==> config.mk <==
export PLATFORM = sky130hd
export DESIGN_NAME = fault_irq_ctrl
export DESIGN_NICKNAME = d
export VERILOG_FILES = /design/src/rtl/fault_irq_pkg.sv /design/src/rtl/fault_ovl_detect.sv /design/src/rtl/fault_filt_status.sv /design/src/rtl/fault_irq_ctrl.sv
export SDC_FILE = /design/constraint.sdc
export NUM_CORES = 1
export LEC_CHECK = 0
export BUFFER_PORTS_ARGS = -buffer_cell sky130_fd_sc_hd__buf_2
export CAP_MARGIN = 20
export CORE_ASPECT_RATIO = 1.5
export CORE_MARGIN = 3
export CORE_UTILIZATION = 35
export CTS_CLUSTER_DIAMETER = 100
export DETAILED_ROUTE_END_ITERATION = 8
export GPL_ROUTABILITY_DRIVEN = 1
export PLACE_DENSITY = 0.88
export SLEW_MARGIN = 20
export SYNTH_ARGS = -nofsm -noshare
export SYNTH_HDL_FRONTEND = slang
export SYNTH_SLANG_ARGS = --single-unit
==> constraint.sdc <==
create_clock -name clk_i -period 1.35 [get_ports clk_i]
set_input_delay 0.135 -clock clk_i [delete_from_list [all_inputs] [get_ports clk_i]]
set_output_delay 0.135 -clock clk_i [all_outputs]
set_load 0.03 [all_outputs]
==> src/rtl/fault_irq_pkg.sv <==
`timescale 1ns/1ps
package fault_irq_pkg;
  localparam int MAX_FILT = 4;
  localparam int INT_LSB  = 0;
  localparam int OVR_LSB  = 8;
  localparam int OVL_LSB  = 16;
  localparam int WORD_W   = 32;

  typedef enum logic {
    SEL_ACTION = 1'b0,
    SEL_CLEAR  = 1'b1
  } wsel_e;

  typedef struct packed {
    logic irq_en;   // bit 1
    logic err_resp; // bit 0
  } action_t;
endpackage

==> src/rtl/fault_ovl_detect.sv <==
`timescale 1ns/1ps
module fault_ovl_detect #(
  parameter int NUM_REG = 9
) (
  input  logic               clk_i,
  input  logic               rst_ni,
  input  logic [NUM_REG-1:0] hit_i,
  output logic               multi_o
);
  localparam int UP_W = NUM_REG - 1;

  logic [UP_W-1:0] upper;
  logic            unused_r0;

  assign upper     = hit_i[NUM_REG-1:1];
  assign unused_r0 = hit_i[0];
  // clearing the lowest set bit leaves something only if two or more were set
  assign multi_o   = |(upper & (upper - UP_W'(1)));

  AST_R0_ONLY_NO_OVL: assert property (@(posedge clk_i) disable iff (!rst_ni)
    $onehot0(upper) |-> !multi_o);
  AST_TWO_HITS_OVL: assert property (@(posedge clk_i) disable iff (!rst_ni)
    ($countones(upper) > 1) |-> multi_o);
endmodule

==> src/rtl/fault_filt_status.sv <==
`timescale 1ns/1ps
module fault_filt_status (
  input  logic clk_i,
  input  logic rst_ni,
  input  logic fail_i,
  input  logic ovl_i,
  input  logic clr_i,
  output logic int_o,
  output logic ovr_o,
  output logic ovl_o
);
  logic int_q, ovr_q, ovl_q;

  always_ff @(posedge clk_i or negedge rst_ni) begin
    if (!rst_ni) begin
      int_q <= 1'b0;
      ovr_q <= 1'b0;
      ovl_q <= 1'b0;
    end else begin
      int_q <= fail_i | (int_q & ~clr_i);
      if (clr_i) begin
        ovr_q <= 1'b0;
        ovl_q <= ovl_i;
      end else begin
        ovr_q <= ovr_q | (fail_i & int_q);
        ovl_q <= ovl_q | ovl_i;
      end
    end
  end

  assign int_o = int_q;
  assign ovr_o = ovr_q;
  assign ovl_o = ovl_q;

  AST_FAIL_SETS_INT: assert property (@(posedge clk_i) disable iff (!rst_ni)
    fail_i |=> int_q);
  AST_SECOND_FAIL_OVR: assert property (@(posedge clk_i) disable iff (!rst_ni)
    (fail_i && int_q && !clr_i) |=> ovr_q);
  AST_CLEAR_ALL: assert property (@(posedge clk_i) disable iff (!rst_ni)
    (clr_i && !fail_i) |=> (!int_q && !ovr_q && !ovl_q));
  AST_FAIL_BEATS_CLR: assert property (@(posedge clk_i) disable iff (!rst_ni)
    (clr_i && fail_i) |=> (int_q && !ovr_q));
  AST_OVL_IMPLIES_INT: assert property (@(posedge clk_i) disable iff (!rst_ni)
    ovl_q |-> int_q);
endmodule

==> src/rtl/fault_irq_ctrl.sv <==
`timescale 1ns/1ps
module fault_irq_ctrl
  import fault_irq_pkg::*;
#(
  parameter int NUM_FILT = 4,
  parameter int NUM_REG  = 9
) (
  input  logic                         clk_i,
  input  logic                         rst_ni,
  input  logic [MAX_FILT-1:0]          acc_vld_i,
  input  logic [MAX_FILT-1:0]          perm_fail_i,
  input  logic [MAX_FILT*NUM_REG-1:0]  hit_i,
  output logic [MAX_FILT-1:0]          resp_vld_o,
  output logic [MAX_FILT-1:0]          resp_err_o,
  input  logic                         wr_en_i,
  input  logic                         wr_sel_i,
  input  logic [WORD_W-1:0]            wr_data_i,
  output logic [1:0]                   act_o,
  output logic [WORD_W-1:0]            status_o,
  output logic                         irq_o
);
  action_t             act_q;
  logic                irq_q;
  logic [MAX_FILT-1:0] fail_vec, ovl_now, clr_vec;
  logic [MAX_FILT-1:0] int_vec, ovr_vec, ovl_vec;
  logic                int_any_next;
  logic                unused_wdata;

  assign unused_wdata = ^wr_data_i[WORD_W-1:MAX_FILT];

  always_comb begin
    clr_vec = '0;
    if (wr_en_i && wsel_e'(wr_sel_i) == SEL_CLEAR) clr_vec = wr_data_i[MAX_FILT-1:0];
  end

  for (genvar f = 0; f < MAX_FILT; f++) begin : g_filt
    if (f < NUM_FILT) begin : g_on
      logic multi;
      fault_ovl_detect #(.NUM_REG(NUM_REG)) u_ovl (
        .clk_i   (clk_i),
        .rst_ni  (rst_ni),
        .hit_i   (hit_i[f*NUM_REG +: NUM_REG]),
        .multi_o (multi)
      );
      assign ovl_now[f]  = acc_vld_i[f] & multi;
      assign fail_vec[f] = acc_vld_i[f] & (perm_fail_i[f] | multi);
      assign resp_vld_o[f] = acc_vld_i[f];
      assign resp_err_o[f] = fail_vec[f] & act_q.err_resp;
      fault_filt_status u_st (
        .clk_i  (clk_i),
        .rst_ni (rst_ni),
        .fail_i (fail_vec[f]),
        .ovl_i  (ovl_now[f]),
        .clr_i  (clr_vec[f]),
        .int_o  (int_vec[f]),
        .ovr_o  (ovr_vec[f]),
        .ovl_o  (ovl_vec[f])
      );
    end else begin : g_off
      assign ovl_now[f]    = 1'b0;
      assign fail_vec[f]   = 1'b0;
      assign resp_vld_o[f] = 1'b0;
      assign resp_err_o[f] = 1'b0;
      assign int_vec[f]    = 1'b0;
      assign ovr_vec[f]    = 1'b0;
      assign ovl_vec[f]    = 1'b0;
    end
  end

  // next-cycle view of the combined status, so the pin lines up with the bits
  assign int_any_next = |(fail_vec | (int_vec & ~clr_vec));

  always_ff @(posedge clk_i or negedge rst_ni) begin
    if (!rst_ni) begin
      act_q <= '0;
      irq_q <= 1'b0;
    end else begin
      if (wr_en_i && wsel_e'(wr_sel_i) == SEL_ACTION) begin
        act_q <= action_t'(wr_data_i[1:0]);
        irq_q <= wr_data_i[1] & int_any_next;
      end else begin
        irq_q <= act_q.irq_en & int_any_next;
      end
    end
  end

  always_comb begin
    status_o = '0;
    status_o[INT_LSB +: MAX_FILT] = int_vec;
    status_o[OVR_LSB +: MAX_FILT] = ovr_vec;
    status_o[OVL_LSB +: MAX_FILT] = ovl_vec;
  end

  assign act_o = act_q;
  assign irq_o = irq_q;

  AST_IRQ_MATCH: assert property (@(posedge clk_i) disable iff (!rst_ni)
    irq_o == (act_q.irq_en && (int_vec != '0)));
  AST_ERR_NEEDS_VLD: assert property (@(posedge clk_i) disable iff (!rst_ni)
    (resp_err_o & ~resp_vld_o) == '0);
  AST_ACT_WRITE: assert property (@(posedge clk_i) disable iff (!rst_ni)
    (wr_en_i && !wr_sel_i) |=> (act_o == $past(wr_data_i[1:0])));
  AST_RSVD_ZERO: assert property (@(posedge clk_i) disable iff (!rst_ni)
    (status_o & ~32'h000F_0F0F) == '0);
endmodule

; After elaboration in Yosys (flattened, before gate mapping)
; Index checks and enable logic that the tools add are counted.
[word_totals]
inputBits = 80
ff_bits = 15
out_inout_bits = 43
[op_classes]
add_sub_neg = 4
muxes = 10
reduce_logical = 7
n_bitwise = 50
[op_table]
columns = operator, count
row1 = $and 8x8->8, 4
row2 = $reduce_or 8->1, 4
row3 = $sub 8x1->8 const B, 4
row4 = $and 1x1->1, 22
row5 = $or 1x1->1, 16
row6 = $mux 1, 9
row7 = $not 1->1, 5
row8 = $and 4x4->4, 1
row9 = $mux 4, 1
row10 = $not 4->4, 1
row11 = $or 4x4->4, 1
row12 = $reduce_or 4->1, 1
row13 = $logic_and 1x1->1, 2

; Logic depth before layout (Yosys ltp)
; Gate-level depths: netlist of the first run.
[logic_depth]
ltp_word = 9
depth_mapped = 4
depth_no_buf = 4

; Modules after synthesis
; A second synthesis of the first run with hierarchy kept.
[hier_totals]
hier_cells = 120
area_unflattened_um2 = 1152.4
[modules_own_cells]
columns = module, cells_each, area_per_inst_um2, n_inst
row1 = fault_irq_ctrl, 56, 456.7, 1
row2 = fault_filt_status, 8, 102.6, 4
row3 = fault_ovl_detect, 8, 71.3, 4

; Least setup slack after synthesis of the first run
; Ideal clock, no wire load.
[synth_path]
kind = input to register
from = input port hit_i[32]
to = register irq_q (netlist: irq_o)
t_arrival_ps = 1114
n_path_buf = 0
t_required_ps = 1193
slack_ps = 79
path_stages = 4
cell_sequence = nor4_1 > nor3b_1 > a2111oi_1 > a41oi_1
[synth_via]
elab_chain_cells = 9
elab_cells_between_ends = 10
classes_between = add/sub: 1 / mux: 1 / bitwise: 6 / reduce/logical: 2
[synth_lines]
columns = item, line
row1 = start: declaration, fault_irq_ctrl.sv:12  ; input logic [MAX_FILT*NUM_REG-1:0] hit_i,
row2 = $sub 8x1->8, fault_ovl_detect.sv:18  ; assign multi_o = |(upper & (upper - UP_W'(1)));
row3 = $and 8x8->8 *, fault_ovl_detect.sv:18
row4 = $reduce_or 8->1 *, fault_ovl_detect.sv:18
row5 = $or 1x1->1 *, fault_irq_ctrl.sv:46  ; assign fail_vec[f] = acc_vld_i[f] & (perm_fail_i[f] | multi);
row6 = $and 1x1->1 *, fault_irq_ctrl.sv:46
row7 = $or 4x4->4 *, fault_irq_ctrl.sv:71  ; assign int_any_next = |(fail_vec | (int_vec & ~clr_vec));
row8 = $reduce_or 4->1 *, fault_irq_ctrl.sv:71
row9 = "$and 1x1->1, on equally long branches", "fault_irq_ctrl.sv:82, fault_irq_ctrl.sv:80"
row10 = $mux 1 *, fault_irq_ctrl.sv:78  ; if (wr_en_i && wsel_e'(wr_sel_i) == SEL_ACTION) begin
row11 = end signal: assignment, fault_irq_ctrl.sv:80  ; irq_q <= wr_data_i[1] & int_any_next;
row12 = end signal: assignment, fault_irq_ctrl.sv:82  ; irq_q <= act_q.irq_en & int_any_next;
row13 = end: declaration, fault_irq_ctrl.sv:23  ; logic irq_q;
; Every way passes the cells marked *; elsewhere a longest branch is shown, timed or not.
; A chain may end at the register's enable or synchronous reset.

; Worst setup path in the final report of the first run
[layout_path]
from = input port hit_i[24]
to = output port resp_err_o[2]
[layout_via]
elab_chain_cells = 6
[layout_lines]
columns = item, line
row1 = $sub 8x1->8, fault_ovl_detect.sv:18
row2 = $and 8x8->8 *, fault_ovl_detect.sv:18
row3 = $reduce_or 8->1 *, fault_ovl_detect.sv:18
row4 = $or 1x1->1 *, fault_irq_ctrl.sv:46
row5 = $and 1x1->1 *, fault_irq_ctrl.sv:46
row6 = $and 1x1->1 *, fault_irq_ctrl.sv:48  ; assign resp_err_o[f] = fail_vec[f] & act_q.err_resp;
row7 = end: declaration, fault_irq_ctrl.sv:14  ; output logic [MAX_FILT-1:0] resp_err_o,
; Marks and branches as above.

==> results of run 1 <==
[layout make-up]
class / count / area [µm²]
Fill cell: 263 / 1370
Multi-Input combinational cell: 108 / 807
Timing Repair Buffer: 83 / 554
Sequential cell: 15 / 375
Tap cell: 40 / 50.0
Clock buffer: 4 / 45.0
Inverter: 6 / 22.5
[stage by stage]
step	setup TNS, ns	total power [mW]	cells	hold WS [ns]	worst slack [ns]
2_1_floorplan	0	0.869	165	-0.161	0.0793
3_3_place_gp	-0.689	0.975	248	0.0533	-0.233
3_5_place_dp	-0.935	0.986	248	0.0495	-0.254
4_1_cts	-0.0133	1.36	254	0.139	-0.0133
5_1_grt	-0.227	1.54	256	0.151	-0.0709
6_report	0	1.46	256	0.143	0.00630
[critical path, delay by kind of cell]
family	cells	cell delay, ns
compound gates	2	0.50
buf+inv	2	0.29
simple gates	2	0.28
[repair_timing]
item                                    CTS  global route
hold endpoints to repair                 15             0
setup buffers                             1             3
gates resized for setup                  11            60
endpoints found under the setup margin    5             6
hold buffers                              1             0
pin swaps                                 4            22
[power by group through the flow]
stage / Combinational [mW] / Clock, mW / Sequential [mW]
after global placement: 0.469 / 0 / 0.505
after global routing: 0.644 / 0.391 / 0.502
after detailed placement: 0.480 / 0 / 0.506
after floorplan: 0.338 / 0 / 0.531
after CTS: 0.502 / 0.364 / 0.498
final: 0.602 / 0.361 / 0.499
[layer usage]
layer	share of wire	global-route usage	up-vias
li1	-	-	616
met1	0.33	0.131	639
met2	0.59	0.285	56
met3	0.066	0.0250	4
met4	0.016	0.0691	0
met5	0	0	-
[path summary, 6_finish.rpt]
kind,slack (ns),from,end,cells past startpoint
setup / recovery,0.006,hit_i[24],resp_err_o[2],6
hold / removal,0.14,wr_data_i[0],act_o[0]$_DFFE_PN0P_,2
setup reg to reg,0.10,g_filt[2].g_on.u_st.int_o$_DFF_PN0_,irq_o$_DFF_PN0_,4
hold reg to reg,0.47,g_filt[3].g_on.u_st.ovl_o$_DFF_PN0_,g_filt[3].g_on.u_st.ovl_o$_DFF_PN0_,2
max in group asynchronous,0.79,rst_ni,g_filt[1].g_on.u_st.ovr_o$_DFF_PN0_,2
min in group asynchronous,0.31,rst_ni,g_filt[3].g_on.u_st.ovr_o$_DFF_PN0_,2
[cells by family (layout without fill, tap and decap cells)]
| family | Yosys count | count (layout) | synth area share |
|---|---|---|---|
| and+or+nand+nor | 53 | 53 | 0.227 |
| buffers and inverters | 42 | 93 | 0.245 |
| AOI/OAI and AO/OA | 33 | 33 | 0.192 |
| DFF | 15 | 15 | 0.314 |
| muxes | 2 | 2 | 0.0178 |
| other | 1 | 20 | 0.00314 |
[sequential cells by signal, summed over array words and instances, names as in the netlist]
name	count
g_filt.g_on.u_st.int_o	4
g_filt.g_on.u_st.ovr_o	4
irq_o	1
g_filt.g_on.u_st.ovl_o	4
act_o	2
[layout by cell type, fill, tap and decap left out, types with 4 or more instances in the layout]
cell type  synthesis  layout
dfrtp_1           15      15
nand2_1           16      16
a22oi_2            0       7
o22ai_2            0       6
nand3_1            4       4
inv_1              6       6
o31ai_2            0       4
conb_1             1      20
nand4_1            4       4
buf_4             36      18
nor4_4             0       5
nor3b_1            4       4
nor2_1             8       8
o21ai_0            8       8
buf_6              0      11
buf_2              0      51
and2_1             8       8
==> run summary, run 1 <==
Syn avg cell area -> 8.18 µm²
Synth cell types -> 20
Die width -> 53.7 µm
ANT nets after route -> 0
Post-synth ARST share -> 1.00
Sw Pwr -> 0.551 mW
Yosys top cell by area -> dfrtp_1
Remaining global-route overflow -> 0
Static Leakage -> 0.830 nW
Largest net degree at the start of global routing -> 16
DR iter-0 viols -> 18
FMAX -> 0.744 GHz
Final worst path period share -> 0.995
Sw frac -> 0.377
Area Growth Syn to Fin -> 55.3%
Final instance area -> 1850 µm²
Mapped Cells -> 146
Initial antenna violation count -> 0
CP Data Arrival Time -> 1.21 ns
Max Cap Viol -> 0
Worst EP required -> 1.22 ns
Mapped cell area -> 1190 µm²
VDD IR max -> 0.000458 V
Critical path class -> input port to primary output
Slew Viols, Final -> 0
Share of the synthesized area in the top cell type -> 0.314
Routability Congestion -> 0.686
RSZ-0062 raised after global routing -> true
Reg power frac -> 0.341
Clk_lat worst skew -> 0.25 ns
Most frequent cell after synthesis -> buf_4
Clock share of power -> 0.247
Pint -> 0.911 mW
Status -> finished clean
Clk slew on worst S/H paths -> 0.06 ns
Clk_skew -> 0.00120 ns
Clock buffer depth -> 2
Drt total wl -> 3.64 mm
Yosys warning total -> 0
Area after DPL -> 1460 µm²
Total number of vias -> 1315
Layout Nets -> 297
DRC -> 0
CTS H-tree depth -> 1
Layout cell share with drive strength beyond 1 -> 0.528
Post-synth top flop -> dfrtp_1
Final setup vio count -> 0
# rows -> 25
CP max FO -> 3
Total core area -> 3220 µm²
CTS tree -> done
Detailed-route wire length per cell -> 14.2 µm
Synth top area cells -> dfrtp_1 31%, buf_4 23%, a22oi_1 5.0%
Clock sink total -> 15
CTS root buf -> clkbuf_8
DP Wirelength -> 2.52 mm
Slowest CP cell -> o31ai_2
Number of placed I/O pins -> 123
Vias in the first global route -> 1177
Die area -> 4160 µm²
Via density -> 5.14
Final Util -> 0.576
Detailed-router iteration count before antenna repair -> 4
ANT cells -> 0
Final hold vios -> 0
Synth cell count leaders -> 36 x buf_4, 16 x nand2_1, 15 x dfrtp_1
Slowest stage delay, CP -> 0.30 ns
Inserted Clock Buffers -> 3
Sequential share of the synthesized area -> 0.314
Comb pwr share -> 0.412
Die outline height -> 77.5 µm
Total GRT Usage -> 0.146
CP Cell Sequence -> buf_6, a22oi_2, nand4_1, o31ai_2, nor2_1, buf_4
Worst Setup End Kind -> primary output
PortBufs -> 70
Worst Hold Class -> input port to register
Starting Density -> 0.370
Post-synth EDFFs -> 0
Pwr/cell area -> 788 nW/µm²
Post-synthesis register bit count -> 15
Final Critical Period -> 1.34 ns
Startpoint types -> input port
Global-route wire length before repair -> 4.63 mm
Power figures use the tool's default switching activity.
==> run 2: changes to the inputs <==
--- a/config.mk
+++ b/config.mk
@@ -13,7 +13,7 @@
 export CTS_CLUSTER_DIAMETER = 100
 export DETAILED_ROUTE_END_ITERATION = 8
 export GPL_ROUTABILITY_DRIVEN = 1
-export PLACE_DENSITY = 0.88
+export PLACE_DENSITY = 0.8
 export SLEW_MARGIN = 20
 export SYNTH_ARGS = -nofsm -noshare
 export SYNTH_HDL_FRONTEND = slang
==> run 2 against run 1 <==
Compared with the run above: the run now ends with negative setup slack left; setup slack worse by 0.011 ns; highest routed layer unchanged; die area stayed put; worst hold slack better by 0.011 ns; combinational power is 3% lower; power is 1.4% lower; register-to-register slack hardly changed; largest power group unchanged; non-clock buffer count is 1 higher; sequential share of layout area is 0.35 points higher; first-iteration DRC count is 11% higher; global-route usage is 0.96 points lower.
==> run summary, run 2 (same netlist as run 1, synthesis figures left out) <==
CTS H-tree depth -> 1 (unchanged)
Critical path class -> input port to primary output
CP Cell Sequence -> buf_2, a22oi_1, nand4_1, buf_4, o31ai_4, nor2_1, buf_4
Tot Pwr -> 1.44 mW (-1.4%)
Detailed-router iteration count before antenna repair -> 4 (unchanged)
Worst Setup End Kind -> primary output
Inserted Clock Buffers -> 3 (unchanged)
Layout Nets -> 298 (+0.34%)
Static Leakage -> 0.820 nW (-1.1%)
Worst Hold Class -> input port to register
Sw Pwr -> 0.546 mW (-0.90%)
Area Growth Syn to Fin -> 52.7%
Detailed-route wire length per cell -> 12.9 µm (-9.0%)
DRC -> 0 (unchanged)
Vias in the first global route -> 1156 (-1.8%)
VDD IR max -> 0.000593 V (+29%)
CTS tree -> done
Clock buffer depth -> 2 (unchanged)
Die area -> 4160 µm² (unchanged)
Routability Congestion -> 0.680 (-0.80%)
Number of placed I/O pins -> 123 (unchanged)
Final Critical Period -> 1.35 ns (+0.0106 ns)
Clock sink total -> 15 (unchanged)
Drt total wl -> 3.32 mm (-8.7%)
Failing checks -> negative setup slack
ANT cells -> 0 (unchanged)
Starting Density -> 0.370 (unchanged)
Slowest CP cell -> o31ai_4
Layout Cells excl Fill -> 257 (+0.39%)
Total core area -> 3220 µm² (unchanged)
Commonest non-fill, non-tap cells in the layout -> 56 x buf_2, 20 x conb_1, 16 x nand2_1, 16 x buf_4, 15 x dfrtp_1
Total number of vias -> 1284 (-2.4%)
Comb pwr share -> 0.403 (-0.009)
Reg power frac -> 0.346 (+0.005)
Clk slew on worst S/H paths -> 0.06 ns (about the same)
Cell repeated most along the worst path -> buf_4
ANT nets after route -> 0 (unchanged)
WP buf/inv -> 3 (+1)
CP Data Arrival Time -> 1.22 ns (about the same)
Sw frac -> 0.378 (+0.00175)
Total GRT Usage -> 0.136 (-0.00964)
Max Cap Viol -> 0 (unchanged)
Worst EP required -> 1.22 ns (about the same)
Layout cell share with drive strength beyond 1 -> 0.516 (-0.0116)
Final setup vio count -> 1 (+1)
Remaining global-route overflow -> 0 (unchanged)
Worst path top cell family by delay -> buffers and inverters
Final worst setup slack -> -0.00432 ns (-0.0106 ns)
RSZ-0062 raised after global routing -> true
Status -> finished, violations left
Startpoint types -> input port
Clk_lat worst skew -> 0.25 ns (about the same)
CP max FO -> 3 (unchanged)
Slew Viols, Final -> 0 (unchanged)
Final worst path period share -> 1.00 (+0.00787)
Pwr/cell area -> 791 nW/µm² (+0.33%)
Clk_skew -> 0.00645 ns (+0.00525 ns)
Slowest stage delay, CP -> 0.23 ns (-0.07 ns)
CTS root buf -> clkbuf_8
PortBufs -> 70 (unchanged)
Final hold vios -> 0 (unchanged)
# rows -> 25 (unchanged)
Die width -> 53.7 µm (unchanged)
Largest net degree at the start of global routing -> 16 (unchanged)
Placed cells -> 250 (+0.81%)
Die outline height -> 77.5 µm (unchanged)
FMAX -> 0.738 GHz (-0.78%)
Initial antenna violation count -> 0 (unchanged)
DR iter-0 viols -> 20 (+2)
DP Wirelength -> 2.45 mm (-2.5%)
Global-route wire length before repair -> 4.49 mm (-3.1%)
Pint -> 0.896 mW (-1.6%)
Clock share of power -> 0.251 (+0.004)
Commonest non-fill, non-tap cell in the layout -> buf_2
Via density -> 5.00 (-2.7%)
## run 2: layout make-up
class	instances	area, µm²
clock buffer	3	41.3
clock inverter	1	5.00
fill	298	1400
inverter	6	22.5
multi-input combinational	108	787
sequential	15	375
tap	40	50.0
timing repair buffer	84	542
## run 2: power by group through the flow
stage / Clock, mW / Combinational, mW / Sequential [mW]
finish: 0.362 / 0.582 / 0.499
floorplan: 0 / 0.338 / 0.531
global placement: 0 / 0.474 / 0.505
CTS: 0.370 / 0.506 / 0.498
detailed placement: 0 / 0.481 / 0.507
global route: 0.393 / 0.624 / 0.502
## run 2: worst paths after layout
check | from | end | slack, ns | cells after the start
max reg2reg | g_filt[0].g_on.u_st.int_o$_DFF_PN0_ | irq_o$_DFF_PN0_ | 0.10 | 4
max | hit_i[31] | resp_err_o[3] | -0.004 | 7
min reg2reg | g_filt[2].g_on.u_st.ovl_o$_DFF_PN0_ | g_filt[2].g_on.u_st.ovl_o$_DFF_PN0_ | 0.47 | 2
max in group asynchronous | rst_ni | g_filt[1].g_on.u_st.ovr_o$_DFF_PN0_ | 0.78 | 2
min in group asynchronous | rst_ni | g_filt[3].g_on.u_st.ovr_o$_DFF_PN0_ | 0.32 | 2
min | wr_data_i[0] | act_o[0]$_DFFE_PN0P_ | 0.15 | 2
## run 2: what timing repair did
action | CTS | global route
endpoints found under the setup margin | 4 | 6
hold buffers | 1 | 0
hold endpoints to repair | 15 | 0
pin swaps | 1 | 12
setup buffers | 2 | 0
gates resized for setup | 10 | 51
## run 2: through the flow
stage / TNS, ns / setup WS [ns] / hold slack (ns) / util / cell area (µm²)
after floorplan: 0 / 0.0793 / -0.161 / - / 1260
after global placement: -0.715 / -0.201 / 0.0545 / 0.459 / 1480
after detailed placement: -0.702 / -0.210 / 0.0603 / 0.459 / 1480
after CTS: 0 / 0.000423 / 0.152 / 0.499 / 1610
after global routing: -0.151 / -0.0519 / 0.156 / 0.566 / 1820
final: -0.00432 / -0.00432 / 0.154 / 0.566 / 1820
## run 2: layer usage
| layer | wire [µm] | vias to the layer above | track usage |
|---|---|---|---|
| met3 | 273 | 2 | 0.0250 |
| met5 | 0 | - | 0 |
| met4 | 14 | 0 | 0.0307 |
| met1 | 1140 | 604 | 0.130 |
| met2 | 1890 | 60 | 0.273 |
| li1 | - | 618 | - |
==> run 3: changes to the inputs <==
--- a/config.mk
+++ b/config.mk
@@ -9,12 +9,13 @@
 export CAP_MARGIN = 20
 export CORE_ASPECT_RATIO = 1.5
 export CORE_MARGIN = 3
-export CORE_UTILIZATION = 35
+export CORE_UTILIZATION = 32
 export CTS_CLUSTER_DIAMETER = 100
 export DETAILED_ROUTE_END_ITERATION = 8
 export GPL_ROUTABILITY_DRIVEN = 1
-export PLACE_DENSITY = 0.8
+export PLACE_DENSITY = 0.77
 export SLEW_MARGIN = 20
 export SYNTH_ARGS = -nofsm -noshare
 export SYNTH_HDL_FRONTEND = slang
 export SYNTH_SLANG_ARGS = --single-unit
+export TNS_END_PERCENT = 50
==> constraint.sdc (replaced) <==
create_clock -name clk_i -period 1.2 [get_ports clk_i]
set_input_delay 0.12 -clock clk_i [delete_from_list [all_inputs] [get_ports clk_i]]
set_output_delay 0.12 -clock clk_i [all_outputs]
set_load 0.03 [all_outputs]
==> run 3 against run 2 <==
Compared with the run above: the flow still finishes with violations (negative setup slack); clock skew shrank 0.0055 ns; setup slack lost 0.031 ns; count of clock-buffer cells in the layout grew 1; combinational power grew 25%.
==> run summary, run 3 (same netlist as run 1, synthesis figures left out) <==
Status -> finished, violations left
Failing checks -> negative setup slack
Worst hold slack -> 0.126 ns (-0.0284 ns)
Layout cell share with drive strength beyond 1 -> 0.575 (+0.0585)
Total GRT Usage -> 0.154 (+0.0180)
Sequential cell area -> 375 µm² (unchanged)
CP Data Arrival Time -> 1.11 ns (-0.11 ns)
Startpoint types -> input port
Die area -> 4510 µm² (+8.5%)
Worst EP required -> 1.08 ns (-0.14 ns)
DP Wirelength -> 2.57 mm (+4.8%)
Drt total wl -> 3.56 mm (+7.1%)
Pwr/cell area -> 834 nW/µm² (+5.4%)
Global-route wire length before repair -> 5.39 mm (+20%)
Detailed-route wire length per cell -> 13.5 µm (+4.6%)
CTS H-tree depth -> 1 (unchanged)
Final Critical Period -> 1.23 ns
RSZ-0062 raised after global routing -> true
Clock buffer depth -> 2 (unchanged)
ANT nets after route -> 0 (unchanged)
DR iter-0 viols -> 39 (+95%)
Via density -> 4.90 (-2.0%)
Total number of vias -> 1288 (+0.31%)
Final hold vios -> 0 (unchanged)
Worst Hold Class -> input port to register
Clk_skew -> 0.000940 ns (-0.00551 ns)
Die width -> 55.9 µm (+4.1%)
Starting Density -> 0.343 (-0.0276)
Inserted Clock Buffers -> 3 (unchanged)
Routability Congestion -> 0.764 (+12%)
Final instance area -> 2030 µm² (+11%)
Met3 Use GR -> 0.0302 (+0.00525)
Slew Viols, Final -> 0 (unchanged)
CP max FO -> 3 (unchanged)
Die outline height -> 80.8 µm (+4.2%)
Clk slew on worst S/H paths -> 0.06 ns (about the same)
VDD IR max -> 0.000437 V (-26%)
Layout Nets -> 302 (+1.3%)
Final worst setup slack -> -0.0350 ns (-0.0307 ns)
ANT cells -> 0 (unchanged)
Area Growth Syn to Fin -> 69.9%
Area after DPL -> 1490 µm² (+1.0%)
GR peak layer -> met2
DRC -> 0 (unchanged)
PortBufs -> 70 (unchanged)
Area occupied by multi-input gates -> 891 µm² (+13%)
Layout Cells excl Fill -> 263 (+2.3%)
Final worst path period share -> 1.03
Detailed-router iteration count before antenna repair -> 3 (-1)
Remaining global-route overflow -> 0 (unchanged)
# rows -> 26 (+4.0%)
Total core area -> 3480 µm² (+8.0%)
CTS tree -> done
Grt met2 use -> 0.332 (+0.0587)
Largest net degree at the start of global routing -> 16 (unchanged)
Clock sink total -> 15 (unchanged)
Static Leakage -> 0.878 nW (+7.0%)
Critical path class -> input port to primary output
Worst Setup End Kind -> primary output
Initial antenna violation count -> 0 (unchanged)
Max Cap Viol -> 0 (unchanged)
Final setup vio count -> 4 (+3)
FMAX -> 0.810 GHz
Vias in the first global route -> 1282 (+11%)
Clk_lat worst skew -> 0.24 ns (about the same)
Filler cells -> 317 (+6.4%)
Commonest non-fill, non-tap cells in the layout -> 43 x buf_2, 23 x buf_4, 20 x conb_1, 19 x buf_6, 16 x nand2_1
Placed cells -> 251 (+0.40%)
CTS root buf -> clkbuf_8
Commonest non-fill, non-tap cell in the layout -> buf_2
Number of placed I/O pins -> 123 (unchanged)
GR Util met1 -> 0.139 (+0.00870)
run 3: final cells by class:
type	count	area share
multi-input combinational	108	0.439
timing repair buffer	88	0.316
sequential	15	0.185
tap	42	0.0259
clock buffer	4	0.0222
inverter	6	0.0111
run 3: final timing paths:
kind                                                           from                             endpoint  slack [ns]  cells past startpoint
worst max-delay path                                      hit_i[26]                        resp_err_o[2]       -0.03                      6
worst min-delay path                                   wr_data_i[0]                 act_o[0]$_DFFE_PN0P_        0.13                      2
worst max register to register  g_filt[2].g_on.u_st.int_o$_DFF_PN0_                      irq_o$_DFF_PN0_           0                      4
worst min register to register  g_filt[1].g_on.u_st.ovl_o$_DFF_PN0_  g_filt[1].g_on.u_st.ovl_o$_DFF_PN0_        0.47                      2
max in group asynchronous                                    rst_ni                 act_o[0]$_DFFE_PN0P_        0.63                      2
min in group asynchronous                                    rst_ni  g_filt[3].g_on.u_st.ovl_o$_DFF_PN0_        0.32                      2
run 3: routing by layer:
metal	part of all wire	up-vias	wire (µm)
met4	0.010	0	36
met2	0.59	58	2090
met5	0	-	0
met3	0.084	4	300
li1	-	623	-
met1	0.32	603	1120
run 3: timing repair:
action                                 CTS  global route
endpoints found under the hold margin   15             0
setup buffers                            4             3
setup endpoints to repair                5             7
hold buffers                             1             0
pin swaps                               26            18
cloned                                   0             0
gates resized for setup                 70            21
run 3: critical path: stages:
cell,delay [ns]
buf_4,0.14
a22oi_2,0.15
nand4_1,0.16
o31ai_2,0.31
nor2_1,0.07
buf_4,0.17
run 3: power by group:
group | leakage, nW | total [mW] | internal [mW] | switching, mW
combinational | 0.707 | 0.726 | 0.281 | 0.445
clock | 0.0228 | 0.408 | 0.235 | 0.173
sequential | 0.148 | 0.558 | 0.542 | 0.0161
total | 0.878 | 1.69 | 1.06 | 0.634
run 3: stage by stage:
stage	setup WS [ns]	utilization	setup TNS, ns	total power [mW]
floorplan	0.0153	-	0	0.985
finish	-0.0350	0.583	-0.0995	1.69
CTS	-0.0342	0.554	-0.123	1.67
global placement	-0.226	0.429	-1.25	1.11
global route	-0.134	0.583	-0.501	1.79
detailed placement	-0.270	0.429	-1.42	1.12
